==> config.mk <==
export PLATFORM = sky130hd
export DESIGN_NAME = bb2w_port
export DESIGN_NICKNAME = d
export VERILOG_FILES = /design/src/rtl/bb2w_pkg.sv /design/src/rtl/bb2w_decode.sv /design/src/rtl/bb2w_latch.sv /design/src/rtl/bb2w_sync.sv /design/src/rtl/bb2w_port.sv
export SDC_FILE = /design/constraint.sdc
export NUM_CORES = 1
export LEC_CHECK = 0
export ABC_CLOCK_PERIOD_IN_PS = 1200
export BUFFER_PORTS_ARGS = -buffer_cell sky130_fd_sc_hd__buf_2
export CAP_MARGIN = 20
export CELL_PAD_IN_SITES_DETAIL_PLACEMENT = 1
export CELL_PAD_IN_SITES_GLOBAL_PLACEMENT = 1
export CORE_MARGIN = 2
export CORE_UTILIZATION = 18
export CTS_CLUSTER_DIAMETER = 120
export DETAILED_ROUTE_END_ITERATION = 8
export PLACE_DENSITY = 0.86
export SLEW_MARGIN = 10
export SYNTH_ARGS = -nofsm -noshare
export SYNTH_HDL_FRONTEND = slang
export SYNTH_HIERARCHICAL = 1
export SYNTH_SLANG_ARGS = --single-unit
==> constraint.sdc <==
create_clock -name clk_i -period 1.2 [get_ports clk_i]
set_clock_uncertainty 0.05 [all_clocks]
set_input_delay 0.12 -clock clk_i [delete_from_list [all_inputs] [get_ports clk_i]]
set_output_delay 0.12 -clock clk_i [all_outputs]
set_load 0.01 [all_outputs]
==> src/rtl/bb2w_pkg.sv <==
package bb2w_pkg;
  localparam int unsigned ADDR_W = 12;
  localparam int unsigned DATA_W = 32;
  localparam logic [ADDR_W-1:0] OFS_SET = 12'h000;
  localparam logic [ADDR_W-1:0] OFS_CLR = 12'h004;
  localparam int unsigned BIT_SCL = 0;
  localparam int unsigned BIT_SDA = 1;
  localparam logic [1:0] LAT_IDLE = 2'b11;
endpackage

==> src/rtl/bb2w_decode.sv <==
module bb2w_decode
  import bb2w_pkg::*;
(
  input  logic              req_i,
  input  logic              we_i,
  input  logic [ADDR_W-1:0] addr_i,
  output logic              set_o,
  output logic              clr_o,
  output logic              rd_ok_o,
  output logic              rd_bad_o,
  output logic              bad_o
);
  logic hit_set, hit_clr;

  assign hit_set  = (addr_i == OFS_SET);
  assign hit_clr  = (addr_i == OFS_CLR);
  assign set_o    = req_i & we_i & hit_set;
  assign clr_o    = req_i & we_i & hit_clr;
  assign rd_ok_o  = req_i & ~we_i & hit_set;
  assign rd_bad_o = req_i & ~we_i & ~hit_set;
  assign bad_o    = rd_bad_o | (req_i & we_i & ~hit_set & ~hit_clr);
endmodule

==> src/rtl/bb2w_latch.sv <==
module bb2w_latch
  import bb2w_pkg::*;
(
  input  logic       clk_i,
  input  logic       rst_ni,
  input  logic       set_i,
  input  logic       clr_i,
  input  logic [1:0] mask_i,
  output logic [1:0] lat_o
);
  always_ff @(posedge clk_i or negedge rst_ni) begin
    if (!rst_ni)    lat_o <= LAT_IDLE;
    else if (set_i) lat_o <= lat_o | mask_i;
    else if (clr_i) lat_o <= lat_o & ~mask_i;
  end


  set_or_chk: assert property (@(posedge clk_i) disable iff (!rst_ni)
    set_i |=> lat_o == ($past(lat_o) | $past(mask_i)));

  clr_andn_chk: assert property (@(posedge clk_i) disable iff (!rst_ni)
    clr_i |=> lat_o == ($past(lat_o) & ~$past(mask_i)));

  lat_hold_chk: assert property (@(posedge clk_i) disable iff (!rst_ni)
    !(set_i || clr_i) |=> $stable(lat_o));
endmodule

==> src/rtl/bb2w_sync.sv <==
module bb2w_sync #(
  parameter int unsigned STAGES = 2,
  parameter logic        RST_VAL = 1'b1
) (
  input  logic clk_i,
  input  logic rst_ni,
  input  logic d_i,
  output logic q_o
);
  logic [STAGES-1:0] chain;

  for (genvar g = 0; g < STAGES; g++) begin : g_stage
    always_ff @(posedge clk_i or negedge rst_ni) begin
      if (!rst_ni) chain[g] <= RST_VAL;
      else         chain[g] <= (g == 0) ? d_i : chain[(g == 0) ? 0 : g-1];
    end
  end

  assign q_o = chain[STAGES-1];
endmodule

==> src/rtl/bb2w_port.sv <==
module bb2w_port
  import bb2w_pkg::*;
#(
  parameter int unsigned SYNC_STAGES = 2
) (
  input  logic              clk_i,
  input  logic              rst_ni,
  input  logic              req_i,
  input  logic              we_i,
  input  logic [ADDR_W-1:0] addr_i,
  input  logic [DATA_W-1:0] wdata_i,
  output logic [DATA_W-1:0] rdata_o,
  output logic              err_o,
  input  logic              err_clr_i,
  input  logic              sda_i,
  output logic              scl_oe_o,
  output logic              sda_oe_o
);
  logic       set_en, clr_en, rd_ok, rd_bad, bad;
  logic [1:0] lat;
  logic       sda_s;

  bb2w_decode u_dec (
    .req_i, .we_i, .addr_i,
    .set_o(set_en), .clr_o(clr_en), .rd_ok_o(rd_ok), .rd_bad_o(rd_bad), .bad_o(bad)
  );

  bb2w_latch u_lat (
    .clk_i, .rst_ni, .set_i(set_en), .clr_i(clr_en),
    .mask_i(wdata_i[1:0]), .lat_o(lat)
  );

  bb2w_sync #(.STAGES(SYNC_STAGES), .RST_VAL(1'b1)) u_sync (
    .clk_i, .rst_ni, .d_i(sda_i), .q_o(sda_s)
  );

  // open drain: a 0 in the latch pulls the pad low
  assign scl_oe_o = ~lat[BIT_SCL];
  assign sda_oe_o = ~lat[BIT_SDA];

  always_ff @(posedge clk_i or negedge rst_ni) begin
    if (!rst_ni) begin
      rdata_o <= '0;
    end else if (rd_ok) begin
      rdata_o          <= '0;
      rdata_o[BIT_SCL] <= lat[BIT_SCL];
      rdata_o[BIT_SDA] <= sda_s;
    end else if (rd_bad) begin
      rdata_o <= '1;
    end
  end

  // set has priority over clear
  always_ff @(posedge clk_i or negedge rst_ni) begin
    if (!rst_ni)        err_o <= 1'b0;
    else if (bad)       err_o <= 1'b1;
    else if (err_clr_i) err_o <= 1'b0;
  end


  bad_rd_ones_chk: assert property (@(posedge clk_i) disable iff (!rst_ni)
    (req_i && !we_i && addr_i != OFS_SET) |=> (rdata_o == '1 && err_o));

  rd_upper_zero_chk: assert property (@(posedge clk_i) disable iff (!rst_ni)
    (req_i && !we_i && addr_i == OFS_SET) |=> (rdata_o[DATA_W-1:2] == '0));

  err_sticky_chk: assert property (@(posedge clk_i) disable iff (!rst_ni)
    (err_o && !err_clr_i) |=> err_o);

  rd_hold_chk: assert property (@(posedge clk_i) disable iff (!rst_ni)
    !req_i |=> $stable(rdata_o));
endmodule

======== After elaboration in Yosys (flattened, before gate mapping) ========
Index checks and enable logic that the tools add are counted.
storage, ports and cells
  bits in registers ....................... 37
  output and inout bits ................... 35
operators by class
  equality and inequality tests ........... 1
  mux-type cells .......................... 6
  bitwise operators ....................... 17
  reduce and logical (&&, ||, !) cells .... 4
operators with widths
  operator                                              count
  2-to-1 mux 32 bit                                     2
  equality test 12 x 3 -> 1 bit, second input constant  1
  zero test 12 bit                                      1
  AND 1 bit                                             8
  nonzero test 2 bit                                    3
  NOT 1 bit                                             5
  2-to-1 mux 2 bit                                      2
  AND 2 bit                                             1
  2-to-1 mux 1 bit                                      2
  NOT 2 bit                                             1
  bitwise OR 2 bit                                      1
  bitwise OR 1 bit                                      1

======== Depth between registers and ports, before layout ========
Gate-level depths: netlist of run 1.
  word-level depth ........................ 6
  mapped depth ............................ 4
  mapped depth without buffers ............ 4

======== By module ========
The synthesis of run 1 kept the hierarchy.
by module, submodules not included
  module       instances  cells each  area an instance (µm²)  seq. area each (µm²)
  bb2w_port    1          44          366.6                   100.1
  bb2w_decode  1          14          108.9                   0.0
  bb2w_latch   1          6           77.6                    52.6
  bb2w_sync    1          2           52.6                    52.6

======== Worst setup path before layout of run 1 ========
No wires, ideal clock.
  kind .................................... input to register
  from .................................... input addr_i[11]
  to ...................................... register rdata_o[0]
  library setup time ...................... 0.078 ns
  data arrival time ....................... 1.465 ns
  setup slack ............................. -0.393 ns
  stages .................................. 4
  buffers on the path ..................... 0
  cells stage by stage .................... or4_4 > nor4b_1 > nor3_1 > a21oi_1
RTL lines
  item                                                            RTL line           text
  start: declaration                                              bb2w_port.sv:10    input logic [ADDR_W-1:0] addr_i,
  zero test 12 bit *                                              bb2w_decode.sv:15  assign hit_set = (addr_i == OFS_SET);
  AND 1 bit *                                                     bb2w_decode.sv:19  assign rd_ok_o = req_i & ~we_i & hit_set;
  named net rd_ok                                                 bb2w_port.sv:19    logic set_en, clr_en, rd_ok, rd_bad, bad;
  2-to-1 mux 32 bit / nonzero test 2 bit (equally long branches)  --
  end signal: indexed assignment                                  bb2w_port.sv:46    rdata_o[BIT_SCL] <= lat[BIT_SCL];
  end signal: indexed assignment                                  bb2w_port.sv:47    rdata_o[BIT_SDA] <= sda_s;
  end: declaration                                                bb2w_port.sv:12    output logic [DATA_W-1:0] rdata_o,
The timed path passes the listed nets; every way through them passes the cells marked *.
A chain may end at the register's enable or synchronous reset.

======== Final worst setup path of run 1 ========
  from .................................... input addr_i[11]
  to ...................................... register rdata_o[1]
on the way
  word-level cells in the longest chain between the ends .. 4
RTL lines
  item                                 RTL line           text
  zero test 12 bit                     bb2w_decode.sv:15
  NOT 1 bit                            bb2w_decode.sv:20  assign rd_bad_o = req_i & ~we_i & ~hit_set;
  AND 1 bit                            bb2w_decode.sv:20
  named net rd_bad                     bb2w_port.sv:19
  nonzero test 2 bit (no source line)  --
The timed path passes the listed nets, and every way through them passes these cells.

==> results of run 1 <==
==> cells by family (layout without fill, tap and decap cells) <==
| family | Yosys count | in the layout | share of synthesized area, % |
|---|---|---|---|
| buf+inv | 32 | 66 | 37.8 |
| simple gates | 19 | 19 | 18.8 |
| flops | 8 | 8 | 33.9 |
| compound gates | 7 | 7 | 9.50 |
==> synth_stat cells <==
cell type / n
or4b_1: 1
a21oi_1: 1
a21o_1: 1
o41a_1: 2
nand2b_1: 1
a22o_1: 2
dfrtp_1: 4
nor4_1: 2
or3_1: 1
nand2_1: 4
o21ai_0: 1
inv_1: 3
nor2_1: 4
dfstp_2: 4
nor2b_1: 2
nor3_1: 1
nor4b_1: 1
or4_4: 2
buf_4: 29
==> per-layer routing <==
layer  part of all wire, %  global-route usage, %  routed length, um  vias to the layer above
li1                      -                      -                  -                      261
met1                    35                   7.78                564                      262
met2                    49                   13.1                776                       41
met3                    16                   3.73                253                        0
met4                     0                  0.912                  0                        0
met5                     0                      0                  0                        -
==> report_power, final <==
| part | total (W) | internal (W) | switching [W] |
|---|---|---|---|
| clock network | 0.000221 | 0.000127 | 0.0000940 |
| logic | 0.0000836 | 0.0000463 | 0.0000373 |
| registers | 0.000281 | 0.000279 | 0.00000196 |
| total | 0.000586 | 0.000452 | 0.000133 |
==> final cells by class <==
class / instances / area share [%]
timing repair buffer: 59 / 39.0
sequential: 8 / 24.5
tap: 46 / 6.74
clock buffer: 4 / 3.08
inverter: 3 / 1.32
multi-input combinational: 26 / 25.4
==> worst max-delay path, cell delays in order <==
cell     delay [ns]
buf_6          0.09
or4_4          0.59
o41a_1         0.45
nor2_1         0.13
o21ai_1        0.07
==> worst max path at each step <==
| stage | from | to | slack (ns) | cells after the start |
|---|---|---|---|---|
| floorplan | addr_i[5] | rdata_o[0] | -0.24 | 4 |
| global placement | addr_i[11] | register | -0.49 | 5 |
| detailed placement | addr_i[11] | register | -0.52 | 5 |
| CTS | addr_i[3] | register | -0.15 | 5 |
| global route | addr_i[11] | rdata_o[0] | -0.16 | 5 |
| finish | addr_i[11] | rdata_o[1] | -0.15 | 5 |
==> metrics by stage <==
stage / util, % / hold slack, ns / instance area (um2) / setup slack [ns]
2_1_floorplan: - / -0.226 / 613 / -0.241
3_3_place_gp: 22.2 / -0.0759 / 731 / -0.490
3_5_place_dp: 22.2 / -0.0794 / 731 / -0.516
4_1_cts: 24.5 / 0.0540 / 803 / -0.146
5_1_grt: 26.0 / 0.0566 / 853 / -0.156
6_report: 26.0 / 0.0613 / 853 / -0.152
==> timing repair <==
item                       4_1_cts  5_1_grt
setup endpoints to repair       36       36
hold buffers                     2        0
pin swaps                        2        4
gates resized for setup          6        6
hold endpoints to repair         9        0
setup buffers                    0        2
==> metrics.md, run 1 <==
| Metric | Value |
|---|---|
| Post-route ant nets | `0` |
| Hold Startpoint | `wdata_i[0]` |
| Initial drt markers | `8` |
| Max frequency | `roughly 0.74 GHz` |
| Syn avg cell area | `9.18 um2` |
| FF-to-FF setup slack | `slightly below 0.3 ns` |
| CP Launch Type | `input port` |
| Die X | `roughly 62 um` |
| H-tree depth | `1` |
| Max_slew headroom | `between 70 and 80%` |
| Final GP Congestion | `approximately 0.73` |
| Fin nets | `151` |
| FILL cells | `between 400 and 500` |
| CTS root buf | `clkbuf_4` |
| Area contributors post-synth | `buf_4, dfstp_2, dfrtp_1, o41a_1, or4_4` |
| Setup TNS Final | `-0.693 ns` |
| Total number of yosys warnings | `6` |
| Final Non-Filler Cells | `146` |
| Status | `finished with violations` |
| Tcrit/Tclk final | `113%` |
| Worst EP arrival | `approximately 1.5 ns` |
| Starting density of the core | `around 18%` |
| Synth area leader | `buf_4` |
| Synth Register Bits | `8` |
| Multi-input logic area | `approximately 220 um2` |
| Port Buffers | `54` |
| Total of max-cap violations | `0` |
| Clock sinks | `8` |
| Reg-to-reg startpoint | `rdata_o[30]` |
| Sequential area share after synthesis | `between 30% and 40%` |
| Longest Clk Path Bufs | `2` |
| Io pins | `85` |
| Ant diodes | `0` |
| Fin crit period | `~1.4 ns` |
| Skew-Pair Late Insertion Delay | `0.25 ns` |
| CTS tree | `built` |
| Placed cells | `about 140` |
| Commonest cells after routing, fill and taps aside | `buf_2, nor2_1, nand2_1, buf_6, dfstp_2` |
| Leakage power | `0.355 nW` |
| Final Hold Vio Count | `0` |
| Final setup violation count | `6` |
| Worst EP required | `1.29 ns` |
| DR pass1 iterations | `2` |
| Wire per inst | `10.9 um` |
| GRT Total Usage | `7.27%` |
| Pin count of the biggest net entering global routing | `32` |
| Number of vias in the routed layout | `564` |
| DIE AREA | `between 0.003 and 0.004 mm2` |
| Initial antenna violation count | `0` |
| Detail Placement HPWL | `between 1000 and 1500 um` |
| Commonest non-fill, non-tap cell in the layout | `buf_2` |
| Crit Path Class | `input port to register` |
| Vias in the first global route | `approximately 460` |
| Post-synthesis cell type count | `19` |
| Crit Path Max Fanout | `5` |
| Chip Height | `~62 um` |
| Unrepaired setup endpoints after global routing | `true` |
| Vias per cell | `3.86` |
| Placement row count | `21` |
| Remaining DRCs | `0` |
| Post-Syn Instances | `66` |
| Power per cell area | `a little under 700 mW/mm2` |
| Net count after synthesis | `116` |
| FF-to-FF path depth | `3` |
| Violated checks | `negative setup slack` |
| WL final | `1590 um` |
| Worst setup margin | `-0.152 ns` |
| Reg area | `between 200 and 250 um2` |
| Worst Hold Class | `input port to register` |
| Num CTS Buffers | `3` |
| Worst Hold Depth | `2` |
| Yosys top cell area share | `36.0%` |
| Core area | `approximately 0.0033 mm2` |
| Global-route wire length before repair | `about 2000 um` |
| CP endpoint kind | `register` |
| Clk slew on worst S/H paths | `roughly 0.06 ns` |
| Total gr overflow | `0` |
| VDD IR-drop max | `521 uV` |
| Overall Power | `~0.00059 W` |
| Layout cells sized above 1 | `a little under three quarters` |
| P&R area growth vs syn | `40.9%` |
| Synthesized area | `just over 600 um2` |
| Worst-Margin Slew | `~0.33 ns` |
| Worst R2R End | `rdata_o[30]` |
| Pins Over Slew Limit | `0` |
No activity file was read; power rests on OpenSTA's default activity.
==> run 2, diff against run 1 <==
Settings changed: ABC_AREA from default to 1, CAP_MARGIN 20 to 25, PLACE_DENSITY 0.86 to 0.87, REMOVE_ABC_BUFFERS from default to 1.
==> run 2 against run 1 <==
The run now ends clean. Critical path type is now register to output pin. Clock-buffer cell count decreased by 1. Combinational power increased by 9.7%. Largest cell class unchanged. Final cell count increased by 14%. Maximum frequency increased by 15%. Synthesized area increased by 3.9%. Die area increased by 3.7%.
==> metrics.md, run 2 <==
| Metric | Value |
|---|---|
| Chip Height | `63.1 um (was 62 um)` |
| H-tree depth | `1 (unchanged)` |
| Main combinational cell family by area after synthesis | `buffers and inverters (unchanged)` |
| Ant diodes | `0 (unchanged)` |
| Num CTS Buffers | `3 (unchanged)` |
| WP buf/inv | `1 (unchanged)` |
| Global-route wire length before repair | `2410 um (was 2000 um)` |
| P&R area growth vs syn | `30.0% (was 40.9%)` |
| Setup TNS Final | `0 ns (was -0.693 ns)` |
| VDD IR-drop max | `184 uV (was 521 uV)` |
| Total number of yosys warnings | `6 (unchanged)` |
| Crit Path Class | `register to output pin (was input port to register)` |
| Pre-CTS worst setup slack | `-0.0496 ns (was -0.516 ns)` |
| Initial drt markers | `14 (was 8)` |
| Longest Clk Path Bufs | `2 (unchanged)` |
| Layout cells sized above 1 | `56.2% (was 72.0%)` |
| CP endpoint kind | `output pin (was register)` |
| FFs w/ async S/R, synth | `100% (unchanged)` |
| Mux cell area share after synthesis | `0% (unchanged)` |
| Sequential area share after synthesis | `32.6% (was 33.9%)` |
| CP Launch Type | `register (was input port)` |
| Count leader, synth | `buf_4 (unchanged)` |
| Clock sinks | `8 (unchanged)` |
| Final GP Congestion | `0.615 (was 0.733)` |
| Area contributors post-synth | `buf_4, dfstp_2, dfrtp_1, nand2_1, nor2_1 (was buf_4, dfstp_2, dfrtp_1, o41a_1, or4_4)` |
| CP top delay family | `flip-flops (was simple AND/OR/NAND/NOR gates)` |
| Post-route ant nets | `0 (unchanged)` |
| Max_slew headroom | `85.5% (was 77.9%)` |
| Worst EP required | `1.03 ns (was 1.29 ns)` |
| Remaining DRCs | `0 (unchanged)` |
| Port Buffers | `54 (unchanged)` |
| Clk slew on worst S/H paths | `0.06 ns (about the same)` |
| Die X | `63.1 um (was 62 um)` |
| Skew-Pair Late Insertion Delay | `0.25 ns (about the same)` |
| Synthesized area | `629 um2 (was 606 um2)` |
| Yosys top cell area share | `34.6% (was 36.0%)` |
| Hold slack final | `0.0221 ns (was 0.0613 ns)` |
| Leakage power | `0.399 nW (was 0.355 nW)` |
| Number of vias in the routed layout | `560 (was 564)` |
| Compound-Gate Fraction of Synth Area | `1.19% (was 9.50%)` |
| DIE AREA | `0.00399 mm2 (was 0.00384 mm2)` |
| DR pass1 iterations | `2 (unchanged)` |
| Tcrit/Tclk final | `98.1% (was 113%)` |
| Crit Path Max Fanout | `31 (was 5)` |
| Crit path cell chain | `buf_2 (was buf_6 -> or4_4 -> o41a_1 -> nor2_1 -> o21ai_1)` |
| Synth Register Bits | `8 (unchanged)` |
| Worst EP arrival | `1.01 ns (was 1.45 ns)` |
| Ys flop type | `dfstp_2 (unchanged)` |
| WL final | `1470 um (was 1590 um)` |
| Max frequency | `0.849 GHz (was 0.740 GHz)` |
| Placement row count | `21 (unchanged)` |
| Detail Placement HPWL | `1240 um (was 1270 um)` |
| CTS root buf | `clkbuf_4 (unchanged)` |
| FILL cells | `431 (was 402)` |
| Synth area leader | `buf_4 (unchanged)` |
| Post-Synth Simple-Gate Area | `26.8% (was 18.8%)` |
| Core area | `0.00334 mm2 (was 0.00328 mm2)` |
| GRT Total Usage | `7.79% (was 7.27%)` |
| Util after Layout | `24.5% (was 26.0%)` |
| Vias in the first global route | `571 (was 461)` |
| Commonest cells after routing, fill and taps aside | `buf_2, nand2_1, nor2_1, inv_1, dfstp_2 (was buf_2, nor2_1, nand2_1, buf_6, dfstp_2)` |
| Final setup violation count | `0 (was 6)` |
| Power per cell area | `720 mW/mm2 (was 686 mW/mm2)` |
| Initial antenna violation count | `0 (unchanged)` |
| CTS tree | `built (unchanged)` |
| Syn avg cell area | `7.23 um2 (was 9.18 um2)` |
| Overall Power | `0.000589 W (was 0.000586 W)` |
| Vias per cell | `3.35 (was 3.86)` |
| Synth Area in XOR/XNOR | `0% (unchanged)` |
| Adder-cell share of the synthesized area | `0% (unchanged)` |
| Fin nets | `173 (was 151)` |
| Top cells by count, synth | `buf_4, nand2_1, nor2_1, inv_1 (was buf_4, dfrtp_1, dfstp_2, nand2_1, nor2_1)` |
| Post-Syn Instances | `87 (was 66)` |
| Fin crit period | `1.18 ns (was 1.35 ns)` |
| Post-synthesis cell type count | `11 (was 19)` |
| Total of max-cap violations | `0 (unchanged)` |
| Status | `finished clean (was finished with violations)` |
| Worst setup margin | `0.0224 ns (was -0.152 ns)` |
| Post-synth EDFFs | `0 (unchanged)` |
| Io pins | `85 (unchanged)` |
| Worst path slowest cell | `dfrtp_4 (was or4_4)` |
| Worst-Margin Slew | `0.218 ns (was 0.329 ns)` |
| Worst Hold Class | `input port to register (unchanged)` |
| Total gr overflow | `0 (unchanged)` |
| Pin count of the biggest net entering global routing | `32 (unchanged)` |
| Pins Over Slew Limit | `0 (unchanged)` |
| Wire per inst | `8.83 um (was 10.9 um)` |
| Starting density of the core | `18.9% (was 18.4%)` |
| Commonest non-fill, non-tap cell in the layout | `buf_2 (unchanged)` |
| Final Hold Vio Count | `0 (unchanged)` |
| Unrepaired setup endpoints after global routing | `true (unchanged)` |
| CP max stage delay | `0.57 ns (was 0.59 ns)` |
run 2: worst min-delay path: stages:
cell,delay (ns)
buf_2,0.10
nand2_1,0.05
nand2_1,0.05
run 2: area by class of cell:
class,count,area (um2),area share (%)
repair buffers,60,323,39.4
flip-flops and latches,8,209,25.5
multi-input cells,42,176,21.6
well taps,46,57.6,7.03
inverters,8,30.0,3.67
clock buffers,3,22.5,2.75
run 2: power breakdown:
| part | switching, W | leakage [nW] | internal, W |
|---|---|---|---|
| Combinational | 0.0000436 | 0.301 | 0.0000481 |
| Sequential | 0.00000632 | 0.0840 | 0.000287 |
| Clock | 0.0000903 | 0.0138 | 0.000114 |
| Total | 0.000140 | 0.399 | 0.000449 |
run 2: cell families after synthesis:
kind of cell / Yosys count
AND/OR/NAND/NOR: 41
flip-flops: 8
buffers and inverters: 37
AO/OA/AOI/OAI: 1
run 2: final timing paths:
check                                start                          to  slack, ns  cells after the start
setup / recovery               rdata_o[30]                  rdata_o[8]       0.02                      1
hold / removal                  wdata_i[1]                    register       0.02                      3
setup reg to reg               rdata_o[30]                 rdata_o[30]       0.29                      2
hold reg to reg            u_sync/chain[0]                  u_sync/q_o       0.31                      0
max in group asynchronous           rst_ni  asynchronous set/reset pin       0.66                      2
min in group asynchronous           rst_ni                       err_o       0.20                      2
run 2: timing repair:
| item | CTS | global route |
|---|---|---|
| endpoints found under the setup margin | 30 | 30 |
| resized for setup | 2 | 0 |
| endpoints found under the hold margin | 10 | 0 |
| setup buffers | 0 | 0 |
| hold buffers | 3 | 0 |
run 2: through the flow:
stage	std cells	area, um2
after CTS	167	818
after global routing	167	818
after floorplan	58	412
after global placement	161	762
after detailed placement	161	762
final	167	818
run 2: routing by layer:
layer  track usage, %  vias to the layer above  routed length (um)
met4             5.00                        0                  24
met5                0                        -                   0
met1             7.02                      239                 567
met2             14.9                       21                 780
li1                 -                      296                   -
met3             2.32                        4                 101
==> run 3, diff against run 2 <==
Settings changed: PLACE_DENSITY 0.87 to default, PLACE_DENSITY_LB_ADDON from default to 0.1.
==> run 3 against run 2 <==
Sequential share of layout area increased by 0.48 points. Non-clock buffer count shrank 2. Die area did not move. Worst setup slack gained 0.0019 ns. Clock power about the same. First-iteration DRC count down 36%. Sequential cell count unchanged. Register-to-register slack about the same. Wire length grew 0.61%. Critical path type unchanged. Total power increased by 0.24%. Combinational power down 2%. Critical path depth did not move.
==> metrics.md, run 3 (same netlist as run 2, synthesis figures left out) <==
| Metric | Value |
|---|---|
| Status | `finished clean (unchanged)` |
| Wire per inst | `8.99 um (was 8.83 um)` |
| Hold slack final | `0.0151 ns (was 0.0221 ns)` |
| Power per cell area | `736 mW/mm2 (was 720 mW/mm2)` |
| Vias per cell | `3.30 (was 3.35)` |
| Fin nets | `171 (was 173)` |
| Multi-input logic area | `176 um2 (unchanged)` |
| Crit Path Class | `register to output pin (unchanged)` |
| Initial drt markers | `9 (was 14)` |
| CP top delay family | `flip-flops (unchanged)` |
| Worst EP required | `1.03 ns (about the same)` |
| Worst path slowest cell | `dfrtp_4 (unchanged)` |
| Initial antenna violation count | `0 (unchanged)` |
| CP max stage delay | `0.57 ns (about the same)` |
| Pin count of the biggest net entering global routing | `32 (unchanged)` |
| Starting density of the core | `18.9% (unchanged)` |
| Cell Area, Placed | `747 um2 (was 762 um2)` |
| VDD IR-drop max | `210 uV (was 184 uV)` |
| WP buf/inv | `1 (unchanged)` |
| DR pass1 iterations | `4 (was 2)` |
| Commonest cells after routing, fill and taps aside | `buf_2, nand2_1, nor2_1, inv_1, dfstp_2 (unchanged)` |
| Total of max-cap violations | `0 (unchanged)` |
| Worst Hold Class | `input port to register (unchanged)` |
| Fin crit period | `1.18 ns (about the same)` |
| Unrepaired setup endpoints after global routing | `true (unchanged)` |
| Clk slew on worst S/H paths | `0.06 ns (about the same)` |
| Max_slew headroom | `82.5% (was 85.5%)` |
| Vias in the first global route | `539 (was 571)` |
| Max frequency | `0.851 GHz (was 0.849 GHz)` |
| Pre-CTS worst setup slack | `-0.0464 ns (was -0.0496 ns)` |
| Num CTS Buffers | `3 (unchanged)` |
| Core area | `0.00334 mm2 (unchanged)` |
| P&R area growth vs syn | `27.6% (was 30.0%)` |
| Total gr overflow | `0 (unchanged)` |
| Overall Power | `0.000591 W (was 0.000589 W)` |
| WL final | `1480 um (was 1470 um)` |
| Io pins | `85 (unchanged)` |
| CP endpoint kind | `output pin (unchanged)` |
| CP Launch Type | `register (unchanged)` |
| Tcrit/Tclk final | `98.0% (was 98.1%)` |
| CTS root buf | `clkbuf_4 (unchanged)` |
| Number of vias in the routed layout | `545 (was 560)` |
| Skew-Pair Late Insertion Delay | `0.25 ns (about the same)` |
| Worst setup margin | `0.0243 ns (was 0.0224 ns)` |
| Worst-Margin Slew | `0.262 ns (was 0.218 ns)` |
| Remaining DRCs | `0 (unchanged)` |
| Longest Clk Path Bufs | `2 (unchanged)` |
| Final GP Congestion | `0.638 (was 0.615)` |
| FILL cells | `443 (was 431)` |
| DIE AREA | `0.00399 mm2 (unchanged)` |
| H-tree depth | `1 (unchanged)` |
| Leakage power | `0.389 nW (was 0.399 nW)` |
| Crit Path Max Fanout | `31 (unchanged)` |
| Die X | `63.1 um (unchanged)` |
| CTS tree | `built (unchanged)` |
| Chip Height | `63.1 um (unchanged)` |
| Layout cells sized above 1 | `55.5% (was 56.2%)` |
| Final Cell Area | `803 um2 (was 818 um2)` |
| Post-CTS Setup Bufs | `0 (unchanged)` |
| Post-route ant nets | `0 (unchanged)` |
| Port Buffers | `54 (unchanged)` |
| Reg area | `209 um2 (unchanged)` |
| Clock sinks | `8 (unchanged)` |
| Placement row count | `21 (unchanged)` |
| Ant diodes | `0 (unchanged)` |
| Final setup violation count | `0 (unchanged)` |
| Pins Over Slew Limit | `0 (unchanged)` |
| Final Hold Vio Count | `0 (unchanged)` |
| Commonest non-fill, non-tap cell in the layout | `buf_2 (unchanged)` |
| Setup TNS Final | `0 ns (unchanged)` |
| Global-route wire length before repair | `2440 um (was 2410 um)` |
| Worst EP arrival | `1.01 ns (about the same)` |
| GRT Total Usage | `7.79% (unchanged)` |
| Crit path cell chain | `buf_2 (unchanged)` |
| Detail Placement HPWL | `1230 um (was 1240 um)` |
run 3: cell count changes in the layout (fill, tap and decap cells not counted), sizes merged:
cell	before	now
buf	57	55
run 3: worst paths after layout:
check	start	to	slack, ns	depth (start not counted)
worst min register to register	u_sync/chain[0]	u_sync/q_o	0.30	0
max in group asynchronous	rst_ni	u_sync/chain[0]	0.67	2
min in group asynchronous	rst_ni	rdata_o[0]	0.19	2
worst max register to register	rdata_o[30]	rdata_o[30]	0.29	2
worst max-delay path	rdata_o[30]	rdata_o[29]	0.02	1
worst min-delay path	wdata_i[0]	register	0.02	3
run 3: power by group:
part | switching, W | total [W] | internal [W]
Clock | 0.0000934 | 0.000208 | 0.000115
Sequential | 0.00000609 | 0.000293 | 0.000287
Combinational | 0.0000436 | 0.0000901 | 0.0000465
run 3: per-layer routing:
metal	track usage, %	vias up	part of all wire, %
met3	2.50	4	5.6
met5	0	-	0
met1	8.11	227	42
met2	13.4	21	50
li1	-	293	-
met4	5.00	0	2.6
run 3: repair_timing:
action / in CTS / in global routing
setup endpoints to repair: 30 / 30
hold buffers: 3 / 0
endpoints found under the hold margin: 10 / 0
gates resized for setup: 2 / 0
run 3: area by class of cell:
class	count	share of cell area, %
clock buffers	3	2.80
inverters	8	3.74
multi-input cells	42	22.0
well taps	46	7.17
repair buffers	58	38.3
flip-flops and latches	8	26.0
run 3: through the flow:
stage	util (%)	std cells
floorplan	-	58
global placement	22.4	159
detailed placement	22.4	159
CTS	24.1	165
global route	24.1	165
finish	24.1	165
run 3: tightest hold or removal path: cells and delay by family:
family	cells	cell delay, ns
AND/OR/NAND/NOR	2	0.09
buffers and inverters	1	0.11
